`src/rtl/stsg_pkg.sv`:
```
package stsg_pkg;
  localparam int SG_W = 16;

  typedef enum logic [2:0] {
    SG_COND   = 3'd0,
    SG_RISE   = 3'd1,
    SG_FALL   = 3'd2,
    SG_EVENT  = 3'd3,
    SG_ENABLE = 3'd4
  } sg_addr_e;

  function automatic logic [SG_W-1:0] sg_hits(
    input logic [SG_W-1:0] prev,
    input logic [SG_W-1:0] curr,
    input logic [SG_W-1:0] rise,
    input logic [SG_W-1:0] fall,
    input logic [SG_W-1:0] mask
  );
    return mask & ((~prev & curr & rise) | (prev & ~curr & fall));
  endfunction

  function automatic logic sg_summary(
    input logic [SG_W-1:0] evt,
    input logic [SG_W-1:0] en
  );
    return |(evt & en);
  endfunction
endpackage

```
`src/rtl/sg_edge_detect.sv`:
```
module sg_edge_detect
  import stsg_pkg::*;
#(
  parameter logic [SG_W-1:0] MASK = '1
) (
  input  logic            clk,
  input  logic            rst_n,
  input  logic [SG_W-1:0] cond_i,
  input  logic [SG_W-1:0] rise_f_i,
  input  logic [SG_W-1:0] fall_f_i,
  output logic [SG_W-1:0] hits_o
);
  logic [SG_W-1:0] prev_q;

  always_ff @(posedge clk or negedge rst_n) begin
    if (!rst_n) prev_q <= '0;
    else        prev_q <= cond_i;
  end

  assign hits_o = sg_hits(prev_q, cond_i, rise_f_i, fall_f_i, MASK);

  // a hit can only appear on an implemented bit
  a_r10_hits_masked: assert property (@(posedge clk) disable iff (!rst_n)
    (hits_o & ~MASK) == '0);
  // a bit that has not changed never produces a hit
  a_r4_no_change_no_hit: assert property (@(posedge clk) disable iff (!rst_n)
    (hits_o & ~(prev_q ^ cond_i)) == '0);
endmodule

```
`src/rtl/sg_event_latch.sv`:
```
module sg_event_latch
  import stsg_pkg::*;
(
  input  logic            clk,
  input  logic            rst_n,
  input  logic [SG_W-1:0] hits_i,
  input  logic            wipe_i,
  output logic [SG_W-1:0] evt_o
);
  for (genvar b = 0; b < SG_W; b++) begin : g_bit
    logic bit_q;
    always_ff @(posedge clk or negedge rst_n) begin
      if (!rst_n)         bit_q <= 1'b0;
      else if (hits_i[b]) bit_q <= 1'b1;
      else if (wipe_i)    bit_q <= 1'b0;
    end
    assign evt_o[b] = bit_q;
  end

  // without a wipe, set events stay set
  a_r5_sticky: assert property (@(posedge clk) disable iff (!rst_n)
    !wipe_i |=> ((evt_o & $past(evt_o)) == $past(evt_o)));
  // a hit is latched even when a wipe arrives in the same cycle
  a_r6_hit_kept: assert property (@(posedge clk) disable iff (!rst_n)
    (hits_i != '0) |=> ((evt_o & $past(hits_i)) == $past(hits_i)));
  // a wipe with no hit leaves the register empty
  a_r5_wipe: assert property (@(posedge clk) disable iff (!rst_n)
    (wipe_i && hits_i == '0) |=> evt_o == '0);
endmodule

```
`src/rtl/sg_ctrl_regs.sv`:
```
module sg_ctrl_regs
  import stsg_pkg::*;
#(
  parameter logic [SG_W-1:0] MASK = '1
) (
  input  logic            clk,
  input  logic            rst_n,
  input  logic            wr_en_i,
  input  logic [2:0]      addr_i,
  input  logic [SG_W-1:0] wdata_i,
  input  logic            preset_i,
  output logic [SG_W-1:0] rise_o,
  output logic [SG_W-1:0] fall_o,
  output logic [SG_W-1:0] en_o
);
  logic wr_rise, wr_fall, wr_en;
  assign wr_rise = wr_en_i && (addr_i == SG_RISE);
  assign wr_fall = wr_en_i && (addr_i == SG_FALL);
  assign wr_en   = wr_en_i && (addr_i == SG_ENABLE);

  // Filters carry no reset: reset must leave them as they were.
  always_ff @(posedge clk) begin
    if (preset_i) begin
      rise_o <= MASK;
      fall_o <= '0;
    end else begin
      if (wr_rise) rise_o <= wdata_i & MASK;
      if (wr_fall) fall_o <= wdata_i & MASK;
    end
  end

  always_ff @(posedge clk or negedge rst_n) begin
    if (!rst_n)        en_o <= '0;
    else if (preset_i) en_o <= '0;
    else if (wr_en)    en_o <= wdata_i & MASK;
  end

  // preset values
  a_r8_preset: assert property (@(posedge clk) disable iff (!rst_n)
    preset_i |=> (rise_o == MASK && fall_o == '0 && en_o == '0));
  // filters move only on their own write or on preset
  a_r7_rise_hold: assert property (@(posedge clk) disable iff (!rst_n)
    (!wr_rise && !preset_i) |=> $stable(rise_o));
  a_r7_fall_hold: assert property (@(posedge clk) disable iff (!rst_n)
    (!wr_fall && !preset_i) |=> $stable(fall_o));
endmodule

```
`src/rtl/status_group.sv`:
```
module status_group
  import stsg_pkg::*;
#(
  parameter logic [15:0] IMPL_MASK = 16'h02B8
) (
  input  logic        clk,
  input  logic        rst_n,
  input  logic [15:0] cond_i,
  input  logic        wr_en_i,
  input  logic        rd_en_i,
  input  logic [2:0]  addr_i,
  input  logic [15:0] wdata_i,
  output logic [15:0] rdata_o,
  input  logic        clr_i,
  input  logic        preset_i,
  output logic        summary_o
);
  localparam logic [SG_W-1:0] EFF_MASK = IMPL_MASK & ~(16'h1 << (SG_W-1));

  logic [SG_W-1:0] rise_f, fall_f, en_q, evt_q, hits;
  logic            evt_read, wipe;
  logic [SG_W-1:0] rd_mux;

  sg_ctrl_regs #(.MASK(EFF_MASK)) u_regs (
    .clk(clk), .rst_n(rst_n), .wr_en_i(wr_en_i), .addr_i(addr_i),
    .wdata_i(wdata_i), .preset_i(preset_i),
    .rise_o(rise_f), .fall_o(fall_f), .en_o(en_q)
  );

  sg_edge_detect #(.MASK(EFF_MASK)) u_edge (
    .clk(clk), .rst_n(rst_n), .cond_i(cond_i),
    .rise_f_i(rise_f), .fall_f_i(fall_f), .hits_o(hits)
  );

  assign evt_read = rd_en_i && (addr_i == SG_EVENT);
  assign wipe     = evt_read || clr_i;

  sg_event_latch u_evt (
    .clk(clk), .rst_n(rst_n), .hits_i(hits), .wipe_i(wipe), .evt_o(evt_q)
  );

  always_comb begin
    unique case (addr_i)
      SG_COND:   rd_mux = cond_i & EFF_MASK;
      SG_RISE:   rd_mux = rise_f;
      SG_FALL:   rd_mux = fall_f;
      SG_EVENT:  rd_mux = evt_q;
      SG_ENABLE: rd_mux = en_q;
      default:   rd_mux = '0;
    endcase
  end

  always_ff @(posedge clk or negedge rst_n) begin
    if (!rst_n)       rdata_o <= '0;
    else if (rd_en_i) rdata_o <= rd_mux;
  end

  assign summary_o = sg_summary(evt_q, en_q);

  // condition read returns the masked input seen at the read edge
  a_r1_cond_read: assert property (@(posedge clk) disable iff (!rst_n)
    (rd_en_i && addr_i == SG_COND) |=> rdata_o == ($past(cond_i) & EFF_MASK));
  // no unimplemented bit ever appears on the read port
  a_r10_rdata_masked: assert property (@(posedge clk) disable iff (!rst_n)
    (rdata_o & ~EFF_MASK) == '0);
  // summary implies an enabled event exists
  a_r9_summary: assert property (@(posedge clk) disable iff (!rst_n)
    summary_o |-> (evt_q != '0 && en_q != '0));
endmodule

```
`config.mk`:
```
export PLATFORM = sky130hd
export DESIGN_NAME = status_group
export DESIGN_NICKNAME = d
export VERILOG_FILES = /design/src/rtl/stsg_pkg.sv /design/src/rtl/sg_edge_detect.sv /design/src/rtl/sg_event_latch.sv /design/src/rtl/sg_ctrl_regs.sv /design/src/rtl/status_group.sv
export SDC_FILE = /design/constraint.sdc
export NUM_CORES = 1
export LEC_CHECK = 0
export ABC_AREA = 1
export CORE_MARGIN = 2
export CORE_UTILIZATION = 49
export CTS_BUF_LIST = sky130_fd_sc_hd__clkbuf_8
export DETAILED_ROUTE_END_ITERATION = 7
export PLACE_DENSITY_LB_ADDON = 0.08
export SLEW_MARGIN = 30
export SYNTH_ARGS = -nofsm -noshare
export SYNTH_HDL_FRONTEND = slang
export SYNTH_SLANG_ARGS = --single-unit
```
`constraint.sdc`:
```
create_clock -name clk -period 1.69 [get_ports clk]
set_input_delay 0.338 -clock clk [delete_from_list [all_inputs] [get_ports clk]]
set_output_delay 0.338 -clock clk [all_outputs]
set_load 0.02 [all_outputs]
```
==> results.md <==
* Multi-input logic area at 684 sq um
* Logic gate share of total power at 18.3%
* Vias per std cell at about 5
* Vias in the first global route at 1,316
* Worst R2R Path Depth at 5
* Inserted Clock Buffers at 5
* Fillers at 273
* NetSw at approximately 0.00049 W
* Largest net degree at the start of global routing at 21
* Slowest Stage Delay on Critical Path at between 0.6 and 0.7 ns
* Int Pwr at 0.00122 W
* I/O Buffers at 24
* Ranking of synthesized cells by area: dfrtp_1, dfxtp_1, inv_1
* Placed instance area at 1950 sq um
* Reg clk slew, reported paths at 0.07 ns
* Crit path cell chain: clkdlybuf4s50_1
* Crit path max-delay family: buffers and inverters
* N_diodes at 0
* Netlist cell types at 27
* Register-to-register setup slack at 0.72 ns
* Worst-skew pair later-pin latency at 0.28 ns
* Max Clock Skew at 0.00187 ns
* Synth top area share at 31.2%
* DIE WIDTH at ~61 microns
* Design Area, Final at 2050 sq um
* Critical path required time at 1.35 ns
* Worst R2R Start: u_evt.g_bit[7].bit_q
* RePlAce Congestion at 0.956
* CTS tree: built
* Ys async rst share at ~67%
* Crit path kind: register to primary output
* DRT iter0 DRCs at around 70
* Final Slew Violations at 0
* Fmax at 628 MHz
* Share of layout cells above drive strength 1 at 18.7%
* Avg WL per Cell at 12.9 microns
* Final worst-path cycle share at between 90% and 100%
* GRT Residual Overflow at 0
* Ys Warns at 0
* Mapped Area at 1600 sq um
* Drt drc at 0
* Synth Instances at 190
* Nets at approximately 280
* Hpwl dp at 2760 microns
* WP depth at 1
* Die area at 3740 sq um
* DRT Pass-1 Iters at 5
* Register area share after synthesis at 43.7%
* Number of setup buffers added after CTS at 0
* Remaining antenna violation count at 0
* GR Util All Layers at 21.9%
* Drt total wl at 3600 microns
* Worst min path class: primary input to asynchronous set/reset pin
* Avg Inst Size Synth at 8.44 sq um
* Post-layout util at 66.5%
* Status: finished, final reports clean
* Final setup fails at 0
* CTS Buffer Depth at 2
* Starting Density at 52.1%
* Floorplan row count at 20
* Ports at 58
* WP buf/inv at 1
* Post-synth EDFFs at 0
* CP startpoint kind: register
* Yosys top cell by area: dfrtp_1
* Cell Pwr Density at 835 nW/um^2
* CTS root buffer: clkbuf_8
* Worst setup EP type: primary output
* Worst VDD drop at 0.527 mV
* Post-synth top flop: dfrtp_1
* CP arrival at between 1 and 1.5 ns
* H-tree Lvls at 2
* Initial antenna violation count at 0
* LEAKAGE at 0.961 nW
* Storage element area at 701 sq um
* Commonest cells after routing, fill and taps aside: inv_1, nand2_1, clkdlybuf4s50_1
* Yosys reg bits at 30
* Core ar. at ~3000 sq um
* Layout area overhead at 27.7%
* Critical R2R Capture: rdata_o[7]
* Max-cap violations at 0
* CTS Hold Bufs at 0
* Worst Setup SP: rdata_o[3]
* Crit path max fanout at 2
* First-pass GRT wire length at slightly below 6000 microns
* Final hold vios at 0
* Sequential power share at 45.9%
* Die Y at 61.2 microns
* Worst hold slack at 0.389 ns
* Clk sinks at 30
* Critical Path Slowest Stage Cell: clkdlybuf4s50_1
* Post-layout minimum cycle time at between 1.5 and 2 ns
* RSZ-0062 raised after global routing: no
* Setup crit end: rdata_o[3]
* DR vias at 1,395
* Power share of the clock group at 35.7%
* Sw Share at between 20 and 30%
-- registers in the layout (all words and copies together), names as in the netlist --
| signal | count |
|---|---|
| u_regs.rise_o | 5 |
| u_evt.g_bit.bit_q | 5 |
| u_regs.en_o | 5 |
| u_regs.fall_o | 5 |
| u_edge.prev_q | 5 |
| rdata_o | 5 |
-- power groups by stage --
stage	registers [W]	logic [W]	clock network (W)
after floorplan	0.000809	0.000168	0
after global placement	0.000797	0.000307	0
after detailed placement	0.000799	0.000312	0
after CTS	0.000784	0.000311	0.000623
after global routing	0.000789	0.000346	0.000653
final	0.000785	0.000313	0.000611
-- cells in the mapped netlist (5+ instances only) --
cell,number
inv_1,27
nand2_1,26
dfrtp_1,20
nand3_1,20
o21ai_0,17
buf_4,11
dfxtp_1,10
nor2_1,8
a21oi_1,6
nand4_1,6
o211ai_1,6
buf_6,5
-- layout make-up --
class	instances	share of cell area [%]
sequential	30	34.2
timing repair buffer	44	19.6
clock buffer	6	4.03
multi-input combinational	124	33.4
inverter	29	5.44
clock inverter	2	0.611
tap	44	2.69
-- kinds of logic after synthesis --
logic type             Yosys count  share of synthesized area [%]
and+or+nand+nor                 74                           26.0
buffers and inverters           46                           15.9
AOI/OAI and AO/OA               39                           14.1
DFF                             30                           43.7
other                            1                          0.234
-- layer usage --
layer / global-route usage, % / wire length, microns / up-vias
met2: 35.7 / 1660 / 55
li1: - / - / 700
met3: 6.30 / 217 / 0
met5: 0 / 0 / -
met4: 6.52 / 0 / 0
met1: 28.3 / 1720 / 640
-- metrics by stage --
stage	power (W)	cells	setup TNS (ns)	setup slack [ns]
final	0.00171	279	0	0.0973
after global routing	0.00179	279	0	0.00678
after CTS	0.00172	279	0	0.0799
after detailed placement	0.00111	271	-0.378	-0.0671
after global placement	0.00110	271	-0.353	-0.0618
after floorplan	0.000977	200	0	0.552
-- worst min-delay path by stage --
stage,slack [ns],start,end
detailed placement,0.47,rdata_o[7],rdata_o[7]
global placement,0.46,rdata_o[4],rdata_o[4]
global route,0.42,rst_n,u_regs.en_o[4]
finish,0.39,rst_n,rdata_o[3]
CTS,0.39,rst_n,u_edge.prev_q[7]
floorplan,0.04,rst_n,rdata_o[3]
-- repair_timing --
| item | in CTS | in global routing |
|---|---|---|
| endpoints found under the setup margin | 1 | 1 |
| pin swaps | 0 | 1 |
| gates cloned | 0 | 0 |
| gates resized for setup | 4 | 2 |
Note: power is estimated with default switching activity, not from simulation.
